### config.mk
export PLATFORM = sky130hd
export DESIGN_NAME = otp_burn_seq
export DESIGN_NICKNAME = d
export VERILOG_FILES = /design/src/rtl/otp_seq_pkg.sv /design/src/rtl/otp_cycle_timer.sv /design/src/rtl/otp_addr_walker.sv /design/src/rtl/otp_attempt_ctr.sv /design/src/rtl/otp_burn_seq.sv
export SDC_FILE = /design/constraint.sdc
export NUM_CORES = 1
export LEC_CHECK = 0
export BUFFER_PORTS_ARGS = -buffer_cell sky130_fd_sc_hd__buf_2
export CORE_MARGIN = 5
export CORE_UTILIZATION = 52
export CTS_CLUSTER_SIZE = 25
export DETAILED_ROUTE_END_ITERATION = 8
export GPL_ROUTABILITY_DRIVEN = 0
export PLACE_DENSITY_LB_ADDON = 0.05
export SYNTH_ARGS = -nofsm -noshare
export SYNTH_HDL_FRONTEND = slang
export SYNTH_SLANG_ARGS = --single-unit
### constraint.sdc
create_clock -name clk -period 2.8 [get_ports clk]
set_input_delay 0.56 -clock clk [delete_from_list [all_inputs] [get_ports clk]]
set_output_delay 0.56 -clock clk [all_outputs]
set_load 0.1 [all_outputs]
### src/rtl/otp_seq_pkg.sv
`timescale 1ns/1ps
package otp_seq_pkg;

  typedef enum logic [2:0] {
    ST_IDLE   = 3'd0,
    ST_FETCH  = 3'd1,
    ST_PULSE  = 3'd2,
    ST_READ   = 3'd3,
    ST_VFETCH = 3'd4,
    ST_VREAD  = 3'd5,
    ST_FINISH = 3'd6
  } seq_state_e;

endpackage

### src/rtl/otp_cycle_timer.sv
`timescale 1ns/1ps
module otp_cycle_timer #(
  parameter int CNT_W = 14
) (
  input  logic             clk,
  input  logic             rst_n,
  input  logic             load_i,
  input  logic [CNT_W-1:0] load_val_i,
  output logic             expired_o
);

  logic [CNT_W-1:0] cnt_q;
  logic [CNT_W-1:0] cnt_d;

  always_comb begin
    cnt_d = cnt_q;
    if (load_i) begin
      cnt_d = load_val_i;
    end else if (cnt_q != '0) begin
      cnt_d = cnt_q - 1'b1;
    end
  end

  always_ff @(posedge clk or negedge rst_n) begin
    if (!rst_n) begin
      cnt_q <= '0;
    end else begin
      cnt_q <= cnt_d;
    end
  end

  assign expired_o = (cnt_q == '0);

endmodule

### src/rtl/otp_addr_walker.sv
`timescale 1ns/1ps
module otp_addr_walker #(
  parameter int ADDR_W = 17
) (
  input  logic              clk,
  input  logic              rst_n,
  input  logic              init_i,
  input  logic              rewind_i,
  input  logic              step_i,
  input  logic [ADDR_W-1:0] lo_i,
  input  logic [ADDR_W-1:0] hi_i,
  output logic [ADDR_W-1:0] addr_o,
  output logic              last_o
);

  logic [ADDR_W-1:0] lo_q, lo_d;
  logic [ADDR_W-1:0] hi_q, hi_d;
  logic [ADDR_W-1:0] addr_q, addr_d;

  always_comb begin
    lo_d   = lo_q;
    hi_d   = hi_q;
    addr_d = addr_q;
    if (init_i) begin
      lo_d   = lo_i;
      hi_d   = hi_i;
      addr_d = lo_i;
    end else if (rewind_i) begin
      addr_d = lo_q;
    end else if (step_i) begin
      addr_d = addr_q + 1'b1;
    end
  end

  always_ff @(posedge clk or negedge rst_n) begin
    if (!rst_n) begin
      lo_q   <= '0;
      hi_q   <= '0;
      addr_q <= '0;
    end else begin
      lo_q   <= lo_d;
      hi_q   <= hi_d;
      addr_q <= addr_d;
    end
  end

  assign addr_o = addr_q;
  assign last_o = (addr_q == hi_q);

endmodule

### src/rtl/otp_attempt_ctr.sv
`timescale 1ns/1ps
module otp_attempt_ctr #(
  parameter int TRY_W  = 5,
  parameter int PCNT_W = 24
) (
  input  logic              clk,
  input  logic              rst_n,
  input  logic              run_clr_i,
  input  logic              try_clr_i,
  input  logic              pulse_i,
  output logic [TRY_W-1:0]  tries_o,
  output logic [PCNT_W-1:0] total_o
);

  logic [TRY_W-1:0]  tries_q, tries_d;
  logic [PCNT_W-1:0] total_q, total_d;

  always_comb begin
    tries_d = tries_q;
    total_d = total_q;
    if (run_clr_i) begin
      total_d = '0;
    end
    if (try_clr_i) begin
      tries_d = '0;
    end
    if (pulse_i) begin
      tries_d = tries_q + 1'b1;
      total_d = total_q + 1'b1;
    end
  end

  always_ff @(posedge clk or negedge rst_n) begin
    if (!rst_n) begin
      tries_q <= '0;
      total_q <= '0;
    end else begin
      tries_q <= tries_d;
      total_q <= total_d;
    end
  end

  assign tries_o = tries_q;
  assign total_o = total_q;

endmodule

### src/rtl/otp_burn_seq.sv
`timescale 1ns/1ps
module otp_burn_seq
  import otp_seq_pkg::*;
#(
  parameter int ADDR_W    = 17,
  parameter int DATA_W    = 8,
  parameter int PULSE_CYC = 12500,
  parameter int RD_WAIT   = 4,
  parameter int MAX_TRIES = 25,
  parameter int PCNT_W    = 24
) (
  input  logic              clk,
  input  logic              rst_n,
  input  logic              start_i,
  input  logic [ADDR_W-1:0] range_lo_i,
  input  logic [ADDR_W-1:0] range_hi_i,
  output logic              src_req_o,
  output logic [ADDR_W-1:0] src_addr_o,
  input  logic              src_ack_i,
  input  logic [DATA_W-1:0] src_data_i,
  output logic [ADDR_W-1:0] arr_addr_o,
  output logic [DATA_W-1:0] arr_wdata_o,
  output logic              arr_ce_n_o,
  output logic              arr_oe_n_o,
  output logic              arr_pgm_n_o,
  input  logic [DATA_W-1:0] arr_rdata_i,
  output logic              hv_mode_o,
  output logic              busy_o,
  output logic              done_o,
  output logic              pass_o,
  output logic              error_o,
  output logic [ADDR_W-1:0] fail_addr_o,
  output logic [PCNT_W-1:0] pulse_cnt_o
);

  localparam int TMR_MAX = (PULSE_CYC > RD_WAIT) ? PULSE_CYC : RD_WAIT;
  localparam int TMR_W   = $clog2(TMR_MAX + 1);
  localparam int TRY_W   = $clog2(MAX_TRIES + 1);
  localparam logic [TMR_W-1:0] PULSE_LD = TMR_W'(PULSE_CYC - 1);
  localparam logic [TMR_W-1:0] READ_LD  = TMR_W'(RD_WAIT - 1);
  localparam logic [TRY_W-1:0] TRY_LIM  = TRY_W'(MAX_TRIES);

  seq_state_e state_q, state_d;

  logic              tmr_load;
  logic [TMR_W-1:0]  tmr_val;
  logic              tmr_exp;
  logic              walk_init, walk_rewind, walk_step;
  logic [ADDR_W-1:0] walk_addr;
  logic              walk_last;
  logic              run_clr, try_clr, pulse_inc;
  logic [TRY_W-1:0]  tries;
  logic              cap_data;
  logic              set_pass, set_err;
  logic              range_bad;
  logic              byte_ok;

  logic [DATA_W-1:0] data_q;
  logic              ok_q;
  logic [ADDR_W-1:0] fail_q;
  logic [ADDR_W-1:0] fail_d;

  otp_cycle_timer #(.CNT_W(TMR_W)) u_timer (
    .clk        (clk),
    .rst_n      (rst_n),
    .load_i     (tmr_load),
    .load_val_i (tmr_val),
    .expired_o  (tmr_exp)
  );

  otp_addr_walker #(.ADDR_W(ADDR_W)) u_walker (
    .clk      (clk),
    .rst_n    (rst_n),
    .init_i   (walk_init),
    .rewind_i (walk_rewind),
    .step_i   (walk_step),
    .lo_i     (range_lo_i),
    .hi_i     (range_hi_i),
    .addr_o   (walk_addr),
    .last_o   (walk_last)
  );

  otp_attempt_ctr #(.TRY_W(TRY_W), .PCNT_W(PCNT_W)) u_tries (
    .clk       (clk),
    .rst_n     (rst_n),
    .run_clr_i (run_clr),
    .try_clr_i (try_clr),
    .pulse_i   (pulse_inc),
    .tries_o   (tries),
    .total_o   (pulse_cnt_o)
  );

  assign range_bad = (range_hi_i < range_lo_i);
  assign byte_ok   = (arr_rdata_i == data_q);

  // next-state and control decode
  always_comb begin
    state_d     = state_q;
    tmr_load    = 1'b0;
    tmr_val     = '0;
    walk_init   = 1'b0;
    walk_rewind = 1'b0;
    walk_step   = 1'b0;
    run_clr     = 1'b0;
    try_clr     = 1'b0;
    pulse_inc   = 1'b0;
    cap_data    = 1'b0;
    set_pass    = 1'b0;
    set_err     = 1'b0;
    unique case (state_q)
      ST_IDLE: begin
        if (start_i) begin
          run_clr = 1'b1;
          if (range_bad) begin
            set_err = 1'b1;
            state_d = ST_FINISH;
          end else begin
            walk_init = 1'b1;
            try_clr   = 1'b1;
            state_d   = ST_FETCH;
          end
        end
      end
      ST_FETCH: begin
        if (src_ack_i) begin
          cap_data = 1'b1;
          tmr_load = 1'b1;
          tmr_val  = PULSE_LD;
          state_d  = ST_PULSE;
        end
      end
      ST_PULSE: begin
        if (tmr_exp) begin
          pulse_inc = 1'b1;
          tmr_load  = 1'b1;
          tmr_val   = READ_LD;
          state_d   = ST_READ;
        end
      end
      ST_READ: begin
        if (tmr_exp) begin
          if (byte_ok) begin
            if (walk_last) begin
              walk_rewind = 1'b1;
              state_d     = ST_VFETCH;
            end else begin
              walk_step = 1'b1;
              try_clr   = 1'b1;
              state_d   = ST_FETCH;
            end
          end else if (tries >= TRY_LIM) begin
            set_err = 1'b1;
            state_d = ST_FINISH;
          end else begin
            tmr_load = 1'b1;
            tmr_val  = PULSE_LD;
            state_d  = ST_PULSE;
          end
        end
      end
      ST_VFETCH: begin
        if (src_ack_i) begin
          cap_data = 1'b1;
          tmr_load = 1'b1;
          tmr_val  = READ_LD;
          state_d  = ST_VREAD;
        end
      end
      ST_VREAD: begin
        if (tmr_exp) begin
          if (!byte_ok) begin
            set_err = 1'b1;
            state_d = ST_FINISH;
          end else if (walk_last) begin
            set_pass = 1'b1;
            state_d  = ST_FINISH;
          end else begin
            walk_step = 1'b1;
            state_d   = ST_VFETCH;
          end
        end
      end
      ST_FINISH: begin
        state_d = ST_IDLE;
      end
      default: begin
        state_d = ST_IDLE;
      end
    endcase
  end

  assign fail_d = (state_q == ST_IDLE) ? range_lo_i : walk_addr;

  always_ff @(posedge clk or negedge rst_n) begin
    if (!rst_n) begin
      state_q <= ST_IDLE;
    end else begin
      state_q <= state_d;
    end
  end

  always_ff @(posedge clk or negedge rst_n) begin
    if (!rst_n) begin
      data_q <= '0;
    end else if (cap_data) begin
      data_q <= src_data_i;
    end
  end

  always_ff @(posedge clk or negedge rst_n) begin
    if (!rst_n) begin
      ok_q   <= 1'b0;
      fail_q <= '0;
    end else if (set_err) begin
      ok_q   <= 1'b0;
      fail_q <= fail_d;
    end else if (set_pass) begin
      ok_q   <= 1'b1;
    end
  end

  // outputs decoded from the state register
  assign busy_o      = (state_q != ST_IDLE);
  assign hv_mode_o   = (state_q == ST_FETCH) || (state_q == ST_PULSE) || (state_q == ST_READ);
  assign arr_pgm_n_o = !(state_q == ST_PULSE);
  assign arr_oe_n_o  = !((state_q == ST_READ) || (state_q == ST_VREAD));
  assign arr_ce_n_o  = !((state_q == ST_PULSE) || (state_q == ST_READ) || (state_q == ST_VREAD));
  assign src_req_o   = (state_q == ST_FETCH) || (state_q == ST_VFETCH);
  assign src_addr_o  = walk_addr;
  assign arr_addr_o  = walk_addr;
  assign arr_wdata_o = data_q;
  assign done_o      = (state_q == ST_FINISH);
  assign pass_o      = done_o && ok_q;
  assign error_o     = done_o && !ok_q;
  assign fail_addr_o = fail_q;

endmodule

==> summary.md <==
| Metric | Value |
|---|---|
| Status | completed |
| Clk root buf | clkbuf_16 |
| Gate power share | 0.581 |
| Final setup vio count | 0 |
| Count leader, synth | dfrtp_1 |
| Clk_lat worst skew | 0.42 ns |
| Full die area | 16600 sq um |
| Routed vias/inst | 5.90 |
| Critical path class | reg -> reg |
| Die height | 129 um |
| Storage cell area | 3080 sq um |
| Share of layout cells above drive strength 1 | 0.325 |
| Post-detail-place hpwl | 15400 um |
| Setup TNS | 0 ns |
| CTS tree | yes |
| Antenna viol nets, final | 0 |
| Max-Cap Viols | 0 |
| Final instance area | 9040 sq um |
| Core area | 13900 sq um |
| Largest net degree at the start of global routing | 52 |
| P_sw | 0.00669 W |
| Placed cell area | 8480 sq um |
| Crit path to | u_walker.addr_o[16]$_DFFE_PN0P_ |
| Sink Count | 123 |
| Worst Skew | 0.00914 ns |
| WP data arrival | 2.85 ns |
| Crit path max fanout | 8 |
| Buffer depth of the longest clock path | 2 |
| Global route overflow | 0 |
| Internal power | 0.00549 W |
| CP Capture Type | flip-flop |
| Vias | 6564 |
| Final hold slack | 0.0307 ns |
| Initial DRC count | 367 |
| Initial antenna violation count | 0 |
| Yosys top cell area share | 0.420 |
| Post-Synthesis Cell Area | 7340 sq um |
| IO buf count | 145 |
| Top cells by count, synth | dfrtp_1, nand2_1, mux2_2 |
| TritonRoute pass-1 iters | 5 |
| N_diodes | 0 |
| Reg2Reg Depth | 7 |
| Initial Utilization | 0.528 |
| I/O pins | 146 |
| Yosys warning total | 0 |
| Fill count | 1196 |
| Worst vdd ir | 0.994 mV |
| GRT Total Usage | 0.256 |
| Number of flops mapped to enable cells by yosys | 0 |
| Worst slew margin | 0.331 |
| Final Max Slew Viols | 0 |
| Critical path data required time | 3.11 ns |
| R2R setup slack | 0.25 ns |
| Mapped Nets | 833 |
| #FFs+latches synth | 123 |
| Number of global-route vias before repair | 6581 |
| Switch share | 0.550 |
| Reg clk slew, reported paths | 0.06 ns |
| Worst setup startpoint | u_walker.addr_o[1]$_DFFE_PN0P_ |
| Die extent in x | 129 um |
| Pwr per Cell Area | 1350 nW/um^2 |
| Footprint of the multi-input gates | 3860 sq um |
| DR WL/cell | 18.7 um |
| Area Overhead vs Synth | 23.2% |
| CTS buffer count | 17 |
| Total Wirelength | 20800 um |
| Reg-to-Reg Start | u_walker.addr_o[1]$_DFFE_PN0P_ |
| Hold WC Path Type | in -> async |
| Mapped Cells | 757 |
| RSZ-0062 raised after global routing | no |
| Hold Buf Count CTS | 0 |
| Syn_area_per_cell | 9.69 sq um |
| DRC Markers | 0 |
| Post-synth top area cell | dfrtp_1 |
| R2r endpoint | u_walker.addr_o[16]$_DFFE_PN0P_ |
| Synth area leaders | dfrtp_1, mux2_2, nand2_1 |
| Reg power frac | 0.252 |
| Top FF cell, synth | dfrtp_1 |
| Final min period | 2.55 ns |
| Fmax | 393 MHz |
| Clock power share | 0.167 |
| Worst Setup Start Kind | flip-flop |
| H-tree lvl count | 4 |
| Final worst path period share | 0.909 |
| Num rows | 43 |
| Global-route wire length before repair | 33700 um |
| Worst-margin pin slew | 0.991 ns |
| Final hold vios | 0 |
| Synth cell types | 60 |
| Async SR Flop Fraction | 1.00 |
| Nets@finish | 996 |
| Pleak | 4.40 nW |
| Seq/Total Area, Yosys | 0.420 |
worst min path at each step:
stage,from,end,depth (start not counted)
after global routing,rst_n,u_tries.total_o[0]$_DFFE_PN0P_,1
final,rst_n,arr_wdata_o[5]$_DFFE_PN0P_,1
after CTS,rst_n,arr_wdata_o[6]$_DFFE_PN0P_,1
after floorplan,rst_n,arr_wdata_o[0]$_DFFE_PN0P_,0
after global placement,u_walker.lo_q[8]$_DFFE_PN0P_,u_walker.lo_q[8]$_DFFE_PN0P_,1
after detailed placement,u_walker.lo_q[6]$_DFFE_PN0P_,u_walker.lo_q[6]$_DFFE_PN0P_,1
registers in the layout, indices dropped and copies added, names as in the netlist:
name,flops
arr_wdata_o,8
state_q,3
fail_addr_o,17
u_tries.tries_o,5
u_tries.total_o,24
u_walker.hi_q,17
u_timer.cnt_q,14
u_walker.addr_o,17
u_walker.lo_q,17
ok_q,1
stage by stage:
step / util / instances / setup WS (ns) / power, W
final: 0.651 / 1112 / 0.254 / 0.0122
after global routing: 0.651 / 1112 / 0.00692 / 0.0127
after CTS: 0.650 / 1112 / 0.132 / 0.0122
after detailed placement: 0.611 / 1081 / 0.0104 / 0.0101
after global placement: 0.611 / 1081 / 0.0564 / 0.0100
after floorplan: - / 757 / 0.0122 / 0.00878
layout by cell type (no fill, tap or decap), drive strengths merged, types with 6 or more instances in the layout:
| cell | netlist | layout |
|---|---|---|
| buf | 32 | 201 |
| dfrtp | 123 | 123 |
| nand2 | 78 | 78 |
| mux2 | 46 | 46 |
| nand3 | 40 | 40 |
| nor2 | 40 | 40 |
| o21ai | 38 | 38 |
| nor3 | 34 | 34 |
| xnor2 | 33 | 33 |
| inv | 32 | 32 |
| mux2i | 24 | 24 |
| ha | 22 | 22 |
| clkbuf | 25 | 22 |
| a311o | 19 | 19 |
| xor2 | 18 | 18 |
| a21oi | 18 | 18 |
| a21o | 18 | 18 |
| nand4 | 18 | 18 |
| nor4 | 16 | 16 |
| o31ai | 10 | 10 |
| nand2b | 9 | 9 |
| o211ai | 8 | 8 |
| clkinv | 1 | 8 |
| a31oi | 6 | 6 |
cell families (layout without fill, tap and decap cells):
group           count (synthesis)  after routing  share of synthesized area
compound gates                140            140                      0.134
xor+xnor                       51             51                     0.0609
fa+ha+maj                      22             22                     0.0375
buf+inv                        90            265                     0.0590
flops                         123            123                      0.420
mux                            70             70                      0.104
simple gates                  261            261                      0.185
final cells by class:
class,count,share of cell area
clock buffers,22,0.0514
clock inverters,9,0.00803
inverters,33,0.0137
multi-input cells,544,0.427
flip-flops and latches,123,0.341
well taps,180,0.0249
repair buffers,201,0.134
layer usage:
layer | vias to the layer above | global-route usage | wire length, um
met2 | 241 | 0.439 | 10600
met1 | 3239 | 0.321 | 8590
met3 | 40 | 0.0610 | 1240
li1 | 3044 | - | -
met5 | - | 0 | 0
met4 | 0 | 0.0803 | 393
worst max-delay path: stages, from the launching register on:
cell and delay [ns]:
dfrtp_2 0.47, ha_1 0.28, nand3_1 0.21, or3_1 0.44, o31a_1 0.31, o21ai_0 0.26
mux2i_1 0.12, a311o_1 0.33
repair_timing:
item | in CTS | in global routing
setup endpoints to repair | 0 | 6
resized for setup | 0 | 3
buffers inserted | 0 | 0
power by group through the flow:
stage | clock network, W | registers, W | logic (W)
final | 0.00204 | 0.00307 | 0.00707
after global routing | 0.00215 | 0.00316 | 0.00743
after CTS | 0.00207 | 0.00306 | 0.00708
after detailed placement | 0 | 0.00308 | 0.00706
after global placement | 0 | 0.00305 | 0.00698
after floorplan | 0 | 0.00521 | 0.00357
No activity file was read; power rests on OpenSTA's default activity.
